**config.mk**
```make
export PLATFORM = sky130hd
export DESIGN_NAME = pmp_perm_resolve
export DESIGN_NICKNAME = d
export VERILOG_FILES = /design/src/rtl/prio_pmp_pkg.sv /design/src/rtl/pmp_perm_resolve.sv
export SDC_FILE = /design/constraint.sdc
export NUM_CORES = 1
export LEC_CHECK = 0
export CAP_MARGIN = 10
export CORE_AREA = 2 2 39 41
export DETAILED_ROUTE_END_ITERATION = 6
export DIE_AREA = 0 0 41 43
export DONT_BUFFER_PORTS = 1
export PLACE_DENSITY = 0.38
export SLEW_MARGIN = 5
export SYNTH_ARGS = -nofsm -noshare
export SYNTH_HDL_FRONTEND = slang
export SYNTH_SLANG_ARGS = --single-unit
```
**constraint.sdc**
```tcl
create_clock -name vclk -period 3.05
set_clock_uncertainty 0.15 [all_clocks]
set_input_delay 0.915 -clock vclk [all_inputs]
set_output_delay 0.915 -clock vclk [all_outputs]
set_load 0.02 [all_outputs]
```
**src/rtl/prio_pmp_pkg.sv**
```systemverilog
// Shared types and permission tables for the prioritised permission checker.
// Assumes permission masks are {X,W,R} and configuration nibbles {lock,X,W,R}.
package prio_pmp_pkg;

    typedef logic [2:0] perm_t;

    localparam perm_t PERM_NONE = 3'b000;
    localparam perm_t PERM_R    = 3'b001;
    localparam perm_t PERM_RW   = 3'b011;
    localparam perm_t PERM_X    = 3'b100;
    localparam perm_t PERM_RX   = 3'b101;
    localparam perm_t PERM_RWX  = 3'b111;

    typedef struct packed {
        logic lock;
        logic x;
        logic w;
        logic r;
    } ent_cfg_t;

    // Builds the lockdown table index {lock,R,W,X}.
    function automatic logic [3:0] lockdown_key(ent_cfg_t c);
        return {c.lock, c.r, c.w, c.x};
    endfunction

    // Lockdown permissions granted to machine-mode requests.
    function automatic perm_t mach_lockdown(logic [3:0] k);
        perm_t p;
        case (k)
            4'd2, 4'd3, 4'd14: p = PERM_RW;
            4'd9, 4'd10:       p = PERM_X;
            4'd11, 4'd13:      p = PERM_RX;
            4'd12, 4'd15:      p = PERM_R;
            default:           p = PERM_NONE;
        endcase
        return p;
    endfunction

    // Lockdown permissions granted to non-machine requests.
    function automatic perm_t user_lockdown(logic [3:0] k);
        perm_t p;
        case (k)
            4'd7:                p = PERM_RWX;
            4'd5:                p = PERM_RX;
            4'd3, 4'd6:          p = PERM_RW;
            4'd2, 4'd4, 4'd15:   p = PERM_R;
            4'd1, 4'd10, 4'd11:  p = PERM_X;
            default:             p = PERM_NONE;
        endcase
        return p;
    endfunction

endpackage

```
**src/rtl/pmp_perm_resolve.sv**
```systemverilog
// Turns the selected entry (or its absence) into an allowed mask and a grant.
// Assumes 'full' is only meaningful when 'found' is set.
module pmp_perm_resolve
    import prio_pmp_pkg::*;
(
    input  logic     clk,
    input  logic     rst_n,
    input  logic     found,
    input  logic     full,
    input  ent_cfg_t cfg,
    input  perm_t    need,
    input  logic     mach,
    input  logic     lockdown,
    input  logic     deny_all,
    output perm_t    allow,
    output logic     grant
);

    perm_t rule_allow;

    // Permission of a fully containing entry under the active rule set.
    always_comb begin
        if (!lockdown)
            rule_allow = (mach && !cfg.lock) ? PERM_RWX : {cfg.x, cfg.w, cfg.r};
        else if (mach)
            rule_allow = mach_lockdown(lockdown_key(cfg));
        else
            rule_allow = user_lockdown(lockdown_key(cfg));
    end

    // Final decision: partial overlap, rule match, or default policy.
    always_comb begin
        if (found && !full) begin
            allow = PERM_NONE;
            grant = 1'b0;
        end else if (found) begin
            allow = rule_allow;
            grant = ((need & ~rule_allow) == PERM_NONE);
        end else if (deny_all) begin
            allow = PERM_NONE;
            grant = 1'b0;
        end else if (lockdown) begin
            grant = mach && !need[2];
            allow = grant ? PERM_RW : PERM_NONE;
        end else begin
            grant = mach;
            allow = mach ? PERM_RWX : PERM_NONE;
        end
    end

    // partial overlap never grants or allows anything.
    assert_partial_deny_R2: assert property (@(posedge clk) disable iff (!rst_n)
        (found && !full) |-> (!grant && allow == PERM_NONE));

    // a grant never exceeds the allowed mask.
    assert_grant_subset_R9: assert property (@(posedge clk) disable iff (!rst_n)
        grant |-> ((need & ~allow) == PERM_NONE));

    // default-deny with no match closes everything.
    assert_default_deny_R6: assert property (@(posedge clk) disable iff (!rst_n)
        (!found && deny_all) |-> (!grant && allow == PERM_NONE));

    // the lockdown default never hands out execute.
    assert_lock_default_R7: assert property (@(posedge clk) disable iff (!rst_n)
        (!found && !deny_all && lockdown) |-> (allow[2] == 1'b0));

endmodule

```
# ---- After elaboration in Yosys (flattened, before gate mapping)
# Memories as Yosys holds them, arrays and structs flattened.
# Index checks and enable logic that the tools add are counted.
dict set report totals {
  memories 2
  inputBits 14
  word_cells 24
  romBits 96
  output_inout_bits 4
  register_bits 0
}
# name depth width read_ports rd_clocked_by_memory_dff wr line
set mem_list {}
lappend mem_list {{(no name shown)} 16 3 1 0 0 prio_pmp_pkg.sv:29} ;# case (k)
lappend mem_list {{(no name shown)} 16 3 1 0 0 prio_pmp_pkg.sv:42} ;# case (k)
dict set report classes {
  bitwise 2
  muxes 13
  reduce_logical 7
}
# op n
set ops {}
lappend ops {{2-to-1 mux 3 bit} 8}
lappend ops {{2-to-1 mux 1 bit} 4}
lappend ops {{AND 3 bit} 1}
lappend ops {{logical AND 1 bit} 3}
lappend ops {{zero test 1 bit} 3}
lappend ops {{zero test 3 bit} 1}
lappend ops {{inverter 3 bit} 1}
lappend ops {{2-to-1 mux 2 bit} 1}

# ---- Longest topological paths before layout
# Gate-level depths: netlist of the first run.
dict set report depth {
  depth_word 9
  depth_mapped 6
  ltp_nobuf 5
}

# ---- Least setup slack after synthesis of the first run
# No wires, ideal clock.
dict set report synth_path {
  kind {input-to-output}
  from {in lockdown}
  to {out grant}
  cell_stages 6
  arrival_ns 2.166
  required_ns 1.985
  path_slack_ns -0.181
  cell_sequence {buf_4 > inv_2 > or3_1 > a32o_1 > a221oi_2 > a21o_1}
}
dict set report synth_via {
  elab_chain_len 6
  elab_cells_between_ends 8
}
# item line
set synth_lines {}
lappend synth_lines {{start, declared} pmp_perm_resolve.sv:13} ;# input logic lockdown,
lappend synth_lines {{2-to-1 mux 3 bit} pmp_perm_resolve.sv:23} ;# if (!lockdown)
lappend synth_lines {{inverter 3 bit} pmp_perm_resolve.sv:38} ;# grant = ((need & ~rule_allow) == PERM_NONE);
lappend synth_lines {{AND 3 bit} pmp_perm_resolve.sv:38}
lappend synth_lines {{zero test 3 bit} pmp_perm_resolve.sv:38}
lappend synth_lines {{2-to-1 mux 1 bit *} pmp_perm_resolve.sv:36} ;# end else if (found) begin
lappend synth_lines {{2-to-1 mux 1 bit *} pmp_perm_resolve.sv:33} ;# if (found && !full) begin
lappend synth_lines {{end, declared} pmp_perm_resolve.sv:16} ;# output logic grant
# Every way passes the cells marked *; elsewhere a longest branch is shown, timed or not.

# ---- Final worst setup path of the first run
dict set report layout_path {
  from {in cfg[1] (netlist name)}
  to {out grant}
}
dict set report layout_via {
  elab_chain_len 8
  elab_cells_between_ends 10
}
# item line
set layout_lines {}
lappend layout_lines {{start, declared} pmp_perm_resolve.sv:10} ;# input ent_cfg_t cfg,
lappend layout_lines {{memory read (16 x 3 bit), on equally long branches} n/a}
lappend layout_lines {{2-to-1 mux 3 bit} pmp_perm_resolve.sv:25} ;# else if (mach)
lappend layout_lines {{2-to-1 mux 3 bit *} pmp_perm_resolve.sv:23}
lappend layout_lines {{inverter 3 bit *} pmp_perm_resolve.sv:38}
lappend layout_lines {{AND 3 bit *} pmp_perm_resolve.sv:38}
lappend layout_lines {{zero test 3 bit *} pmp_perm_resolve.sv:38}
lappend layout_lines {{2-to-1 mux 1 bit *} pmp_perm_resolve.sv:36}
lappend layout_lines {{2-to-1 mux 1 bit *} pmp_perm_resolve.sv:33}
# Marks and branches as above.

==> impl_metrics.toml, run 1 <==
[routing]
dr.pass1.iters = 3
antenna_left = 0
drt_drc_violations_left = 0
wl_um = 682
route.detailed.vias_per_inst = 5.24
drt-wirelength-per-cell_um = 12.6
via_count = 283
first_iter_violations = 8

[final_layout]
numSequentialCells = 0
diodes = 0
final_cell_count_no_fill = 54
area.growth.synth_to_final_pct = 18.3
final.clkbuf_count = 0
final_net_count = 54
post_route_cells_drive_above_1_share = 0.289
layout.cells.most_common = "sky130_fd_sc_hd__buf_4"
fill_cells = 158
post-route-util = 0.211
mostFrequentLayoutCells = "sky130_fd_sc_hd__buf_4 (5), sky130_fd_sc_hd__nor2_1 (3), sky130_fd_sc_hd__a21oi_1 (3)"
register_area_um2 = 0

[timing]
final.min_clock_period_ns = 3.08
final_setup_violation_count = 1
grt_setup_unrepaired = "yes"
finalHoldViolCount = 0
worst_slew_margin_rel = 0.497
slack_of_the_critical_path_ns = -0.0285
maxClockFrequency_ghz = 0.325
timing_worst_slew_pin_value_ns = 0.752
slew_violations = 0
final_worst_path_period_share = 1.01

[worst_hold_path]
hold-path-endpoint = "allow[2]"
min_from = "found"
min_path_cells = 1
worst_hold_path_type = "in -> out"

[power_and_ir_drop]
vdd_ir_drop_max_mv = 0.0436
total_power_draw_uw = 35.4
internal_power_uw = 18.7
power.combinational.fraction = 1.000
leakage_uw = 0.000129
sequentialPowerShare = 0
switch_share = 0.473
power_frac_clock = 0
power-per-cell-area_mw_per_mm2 = 121
switching_pwr_uw = 16.7

[place]
routabilityCongestion = 0.678
placed_cells = 54
port-buffer-count = 0

[grt]
grt_pass1_vias = 247
grt_pass1_wl_um = 1040
gr-usage-all-layers = 0.0779
grt_start_max_net_pins = 11
grt_antenna_before_repair = 0
overflow = 0

[logic_synthesis]
synth_xor_xnor_area_share = 0
yosys.area.top_type_share = 0.0609
mappedNetlistArea_um2 = 246
post_synth_num_cell_types = 27
muxShareOfSynthArea = 0
synthesis.instances = 36
main_combinational_cell_family_by_area_after_synthesis = "compound AO/OA/AOI/OAI gates"
post_synth_and_or_nand_nor_area_fraction = 0.335
synth_top_cell_by_area = "sky130_fd_sc_hd__a21oi_1"
synth_area_in_compound_gates = 0.513
synth.avg_cell_area_um2 = 6.85
synthesis.nets = 50
synth-adder-area-share = 0
synth.top_cells.by_area = "sky130_fd_sc_hd__a21oi_1 (6.1%), sky130_fd_sc_hd__a211oi_1 (6.1%), sky130_fd_sc_hd__a221oi_2 (6.1%), sky130_fd_sc_hd__buf_4 (6.1%), sky130_fd_sc_hd__o211ai_1 (6.1%)"
ys.warnings.count = 0
yosysSeqAreaShare = 0

[outcome]
status = "complete, but fails checks"
failed_checks = "setup timing"

[floorplanning]
floorplan.initialDensity = 0.178
floorplan.die.width_um = 41
fp-row-count = 14
die_area_mm2 = 0.00176
core_area_mm2 = 0.00138
ios = 18
die_height_um = 43

[setup_path]
nature_of_the_critical_path_endpoint = "output port"
cp-start-kind = "input port"
critical_path.cell_chain = "inv_8 > or3_1 > a32o_2 > a221oi_2 > a21o_1"
critPathArrivalTime_ns = 2.01
slowest_stage = "sky130_fd_sc_hd__or3_1"
critical_path_peak_fanout = 7
worst-setup-path-type = "in -> out"
cp.required_ns = 1.98
critPathMaxStageDelay_ns = 0.35

[clock_tree]
post_cts.repair.setup_buffers = 0
cts_hold_repair.buffers = 0

[run]
drv_cap = 0
-- cell usage after synthesis, drive strengths merged (2+ instances only) --
library cell / number
nand4: 2
buf: 3
nor2: 3
o211ai: 2
inv: 3
a21oi: 3
a211oi: 2
-- repair_timing --
action / 4_1_cts / 5_1_grt
cloned: 0 / 0
pin swaps: 1 / 0
gates resized for setup: 4 / 0
setup endpoints to repair: 1 / 1
-- area by class of cell --
type,count,area [µm²],area share
inverters,3,18.8,0.0644
multi-input cells,30,215,0.738
well taps,16,20.0,0.0687
repair buffers,5,37.5,0.129
-- metrics by stage --
step / cell area (µm²) / setup WS, ns / setup TNS, ns / hold slack [ns]
after floorplan: 264 / -0.0790 / -0.0790 / 1.81
after global placement: 284 / -0.0720 / -0.0720 / 1.85
after detailed placement: 284 / -0.0601 / -0.0601 / 1.85
after CTS: 292 / -0.0432 / -0.0432 / 1.85
after global routing: 292 / -0.0724 / -0.0724 / 1.85
final: 292 / -0.0285 / -0.0285 / 1.85
-- critical path, delay by kind of cell --
| family | cells | cell delay, ns |
|---|---|---|
| AND/OR/NAND/NOR | 1 | 0.35 |
| buffers and inverters | 1 | 0.01 |
| AO/OA/AOI/OAI | 3 | 0.73 |
-- cell families (layout without fill, tap and decap cells) --
family / count (synthesis) / count (layout)
AO/OA/AOI/OAI: 16 / 16
AND/OR/NAND/NOR: 14 / 14
buffers and inverters: 6 / 8
-- how the worst max path moves through the flow --
stage,start,to,depth (start not counted)
final,cfg[1],grant,5
after global routing,cfg[1],grant,5
after CTS,cfg[1],grant,5
after detailed placement,cfg[1],grant,5
after global placement,cfg[1],grant,5
after floorplan,cfg[3],grant,5
-- layer usage --
layer,GRT usage,vias up,part of all wire
li1,-,147,-
met1,0.130,124,0.44
met2,0.109,12,0.43
met3,0.0105,0,0.12
met4,0,0,0
met5,0,-,0
-- power groups by stage --
stage	combinational, µW	sequential [µW]	clock [µW]
global route	38.6	0	0
global placement	35.2	0	0
finish	35.4	0	0
CTS	35.9	0	0
detailed placement	35.2	0	0
floorplan	33.5	0	0
Note: power is estimated with default switching activity, not from simulation.
==> inputs of run 2 (changes only) <==
Settings changed: PLACE_DENSITY 0.38 to 0.37.
Clock period 3.05 ns to 3.4 ns, I/O delays scaled along.
==> impl_metrics.toml, run 2 (same netlist as run 1, synthesis figures left out) <==
[routing]
first_iter_violations = 3
drt-wirelength-per-cell_um = 12.3
via_count = 275
dr.pass1.iters = 3
route.detailed.vias_per_inst = 5.39
wl_um = 626
antenna_left = 0
drt_drc_violations_left = 0

[power_and_ir_drop]
power_frac_clock = 0
total_power_draw_uw = 28.1
sequentialPowerShare = 0
vdd_ir_drop_max_mv = 0.0167
power.combinational.fraction = 1.000
internal_power_uw = 13.6
switching_pwr_uw = 14.5
switch_share = 0.514
power-per-cell-area_mw_per_mm2 = 107
leakage_uw = 0.000113

[clock_tree]
post_cts.repair.setup_buffers = 0
cts_hold_repair.buffers = 0
cts-resized-gates = 0

[worst_hold_path]
min_path_cells = 1
hold-path-endpoint = "allow[2]"
min_from = "found"
worst_hold_path_type = "in -> out"

[final_layout]
final_net_count = 51
post-route-util = 0.189
mostFrequentLayoutCells = "sky130_fd_sc_hd__nor2_1 (3), sky130_fd_sc_hd__a21oi_1 (3)"
numSequentialCells = 0
final.clkbuf_count = 0
register_area_um2 = 0
diodes = 0
fill_cells = 154
area.growth.synth_to_final_pct = 6.09
final_cell_count_no_fill = 51
post_route_cells_drive_above_1_share = 0.200

[timing]
final_setup_violation_count = 0
slew_violations = 0
grt_setup_unrepaired = "no"
final_worst_path_period_share = 0.980
maxClockFrequency_ghz = 0.300
tns_ns = 0
timing_worst_slew_pin_value_ns = 0.744
slack_of_the_critical_path_ns = 0.0697
finalHoldViolCount = 0
worst_slew_margin_rel = 0.502
final.min_clock_period_ns = 3.33

[place]
routabilityCongestion = 0.704
dp_hpwl_um = 512
post-place-ws_ns = 0.0706
placed_cells = 51
port-buffer-count = 0

[grt]
overflow = 0
grt_pass1_vias = 261
grt_pass1_wl_um = 993
grt_antenna_before_repair = 0
grt_start_max_net_pins = 11
gr-usage-all-layers = 0.0739

[setup_path]
worst-setup-path-type = "in -> out"
cp.required_ns = 2.23
critical_path_peak_fanout = 8
nature_of_the_critical_path_endpoint = "output port"
critPathArrivalTime_ns = 2.16
cp-start-kind = "input port"

[floorplanning]
die_area_mm2 = 0.00176
floorplan.initialDensity = 0.178
fp-row-count = 14
ios = 18
floorplan.die.width_um = 41
core_area_mm2 = 0.00138
die_height_um = 43

[outcome]
status = "completed"

[run]
drv_cap = 0
run 2: layer usage:
| metal | up-vias | global-route usage | routed length (µm) |
|---|---|---|---|
| li1 | 139 | - | - |
| met1 | 128 | 0.111 | 289 |
| met2 | 8 | 0.106 | 274 |
| met3 | 0 | 0.0262 | 62 |
| met4 | 0 | 0 | 0 |
| met5 | - | 0 | 0 |
run 2: critical path: stages:
cell and delay [ns]:
sky130_fd_sc_hd__inv_2 0.02, sky130_fd_sc_hd__or3_1 0.36, sky130_fd_sc_hd__a32o_2 0.27, sky130_fd_sc_hd__a221oi_2 0.25
sky130_fd_sc_hd__a21o_1 0.25
run 2: how the worst max path moves through the flow:
stage	from	end	slack, ns	depth (start not counted)
after floorplan	lockdown	grant	0.02	6
after global placement	lockdown	grant	0.07	5
after detailed placement	lockdown	grant	0.07	5
after CTS	lockdown	grant	0.07	5
after global routing	lockdown	grant	0.009	5
final	lockdown	grant	0.07	5
run 2: layout make-up:
type	count	area, µm²	share of cell area
multi-input cells	30	215	0.823
repair buffers	2	15.0	0.0574
inverters	3	11.3	0.0431
well taps	16	20.0	0.0766
run 2: metrics by stage:
stage / instance area [µm²] / hold WS (ns)
2_1_floorplan: 256 / 2.02
3_3_place_gp: 262 / 2.05
3_5_place_dp: 262 / 2.06
4_1_cts: 262 / 2.06
5_1_grt: 262 / 2.07
6_report: 262 / 2.06
run 2: power by group through the flow:
stage / logic, µW / clock network (µW) / registers (µW)
5_1_grt: 31.4 / 0 / 0
3_3_place_gp: 28.4 / 0 / 0
3_5_place_dp: 28.3 / 0 / 0
4_1_cts: 28.3 / 0 / 0
2_1_floorplan: 29.2 / 0 / 0
6_report: 28.1 / 0 / 0
==> inputs of run 3 (changes only) <==
Settings changed: ABC_AREA set to 1, PLACE_DENSITY 0.37 to 0.38.
==> impl_metrics.toml, run 3 <==
[logic_synthesis]
post_synth_num_cell_types = 13
synth_top_cell_by_area = "sky130_fd_sc_hd__nand2_1"
synthesis.instances = 59
yosysSeqAreaShare = 0
synthesis.nets = 73
synth.avg_cell_area_um2 = 4.41
mappedNetlistArea_um2 = 260
yosys.area.top_type_share = 0.418
synth.top_cells.by_area = "sky130_fd_sc_hd__nand2_1 (42%), sky130_fd_sc_hd__nand3_1 (17%), sky130_fd_sc_hd__inv_1 (8.7%), sky130_fd_sc_hd__nand4_1 (4.8%), sky130_fd_sc_hd__inv_2 (4.3%)"
ys.warnings.count = 0
synth.most_common_cell = "sky130_fd_sc_hd__nand2_1"
ys_top_cells_by_count = "sky130_fd_sc_hd__nand2_1 (29), sky130_fd_sc_hd__nand3_1 (9), sky130_fd_sc_hd__inv_1 (6)"

[timing]
slack_of_the_critical_path_ns = 0.377
hold_slack_ns = 2.03
grt_setup_unrepaired = "no"
final_setup_violation_count = 0
finalHoldViolCount = 0
final_worst_path_period_share = 0.889
maxClockFrequency_ghz = 0.331
slew_violations = 0
worst_slew_margin_rel = 0.687
timing_worst_slew_pin_value_ns = 0.470
final.min_clock_period_ns = 3.02
tns_ns = 0

[final_layout]
register_area_um2 = 0
post_route_cells_drive_above_1_share = 0.119
final_cell_count_no_fill = 75
final.clkbuf_count = 0
layout.cells.most_common = "sky130_fd_sc_hd__nand2_1"
final_net_count = 75
mostFrequentLayoutCells = "sky130_fd_sc_hd__nand2_1 (29), sky130_fd_sc_hd__nand3_1 (9), sky130_fd_sc_hd__inv_1 (6), sky130_fd_sc_hd__inv_2 (3)"
diodes = 0
area.growth.synth_to_final_pct = 7.69
finalInstanceArea_um2 = 280
numSequentialCells = 0

[routing]
via_count = 341
antenna_left = 0
drt_drc_violations_left = 0
drt-wirelength-per-cell_um = 10.0
wl_um = 753
route.detailed.vias_per_inst = 4.55
dr.pass1.iters = 4
first_iter_violations = 3

[place]
dp_hpwl_um = 665
port-buffer-count = 0
placed_cells = 75
routabilityCongestion = 0.812
dpl-instance-area_um2 = 280
post-place-ws_ns = 0.354

[setup_path]
critPathArrivalTime_ns = 1.85
worst-setup-path-type = "in -> out"
critical_path_destination = "allow[2]"
startpoint = "cfg[0]"
cp.required_ns = 2.23
cp-start-kind = "input port"
nature_of_the_critical_path_endpoint = "output port"
critical_path_peak_fanout = 4

[floorplanning]
fp-row-count = 14
ios = 18
floorplan.die.width_um = 41
floorplan.initialDensity = 0.188
die_height_um = 43
die_area_mm2 = 0.00176
core_area_mm2 = 0.00138

[clock_tree]
cts-resized-gates = 0
post_cts.repair.setup_buffers = 0
cts_hold_repair.buffers = 0

[grt]
overflow = 0
grt_antenna_before_repair = 0
grt_pass1_vias = 316
grt_pass1_wl_um = 1300
gr-usage-all-layers = 0.0979
grt_start_max_net_pins = 7

[run]
drv_cap = 0

[outcome]
status = "completed"

[power_and_ir_drop]
leakage_uw = 0.000173
power-per-cell-area_mw_per_mm2 = 120
vdd_ir_drop_max_mv = 0.0196

[worst_hold_path]
min_path_cells = 1
worst_hold_path_type = "in -> out"
==> run 3: cell count changes after synthesis, sizes merged, moves of 2 or more <==
| cell | change |
|---|---|
| inv | +6 |
| o211ai | -2 |
| a211oi | -2 |
| nand3 | +9 |
| nand2 | +29 |
| buf | -3 |
==> run 3: cell type report <==
type	count	area (µm²)
fillers	175	1100
inverters	9	33.8
multi-input cells	50	226
well taps	16	20.0
==> run 3: kinds of logic after synthesis <==
group / after synthesis / share of synthesized area
AND/OR/NAND/NOR: 45 / 0.755
buffers and inverters: 9 / 0.130
AO/OA/AOI/OAI: 5 / 0.115
==> run 3: where the power goes <==
part | switching [µW] | internal, µW | leakage, µW
registers | 0 | 0 | 0
clock network | 0 | 0 | 0
logic | 22.7 | 11.0 | 0.000173
==> run 3: stage by stage <==
stage                util  total power [µW]
global route        0.203              38.5
CTS                 0.203              34.2
global placement    0.203              34.3
detailed placement  0.203              34.1
floorplan               -              29.5
finish              0.203              33.6
==> run 3: worst min-delay path by stage <==
stage | slack, ns | startpoint | to
3_3_place_gp | 2.03 | found | allow[2]
5_1_grt | 2.03 | found | allow[2]
2_1_floorplan | 2.02 | found | allow[2]
4_1_cts | 2.03 | found | allow[2]
6_report | 2.03 | found | allow[2]
3_5_place_dp | 2.03 | found | allow[2]
==> run 3: layer usage <==
metal  part of all wire  vias to the layer above  wire [µm]  track usage
met5                  0                        -          0            0
met4                  0                        0          0            0
met3              0.017                        0         13      0.00524
met2               0.52                        3        395        0.169
met1               0.46                      148        345        0.136
li1                   -                      190          -            -
==> run 3: worst max-delay path: stages <==
cell                      delay [ns]
sky130_fd_sc_hd__inv_1          0.10
sky130_fd_sc_hd__nand2_1        0.08
sky130_fd_sc_hd__nand2_1        0.06
sky130_fd_sc_hd__nand3_1        0.06
sky130_fd_sc_hd__nand3_1        0.07
sky130_fd_sc_hd__nand2_1        0.07
sky130_fd_sc_hd__a21oi_1        0.39
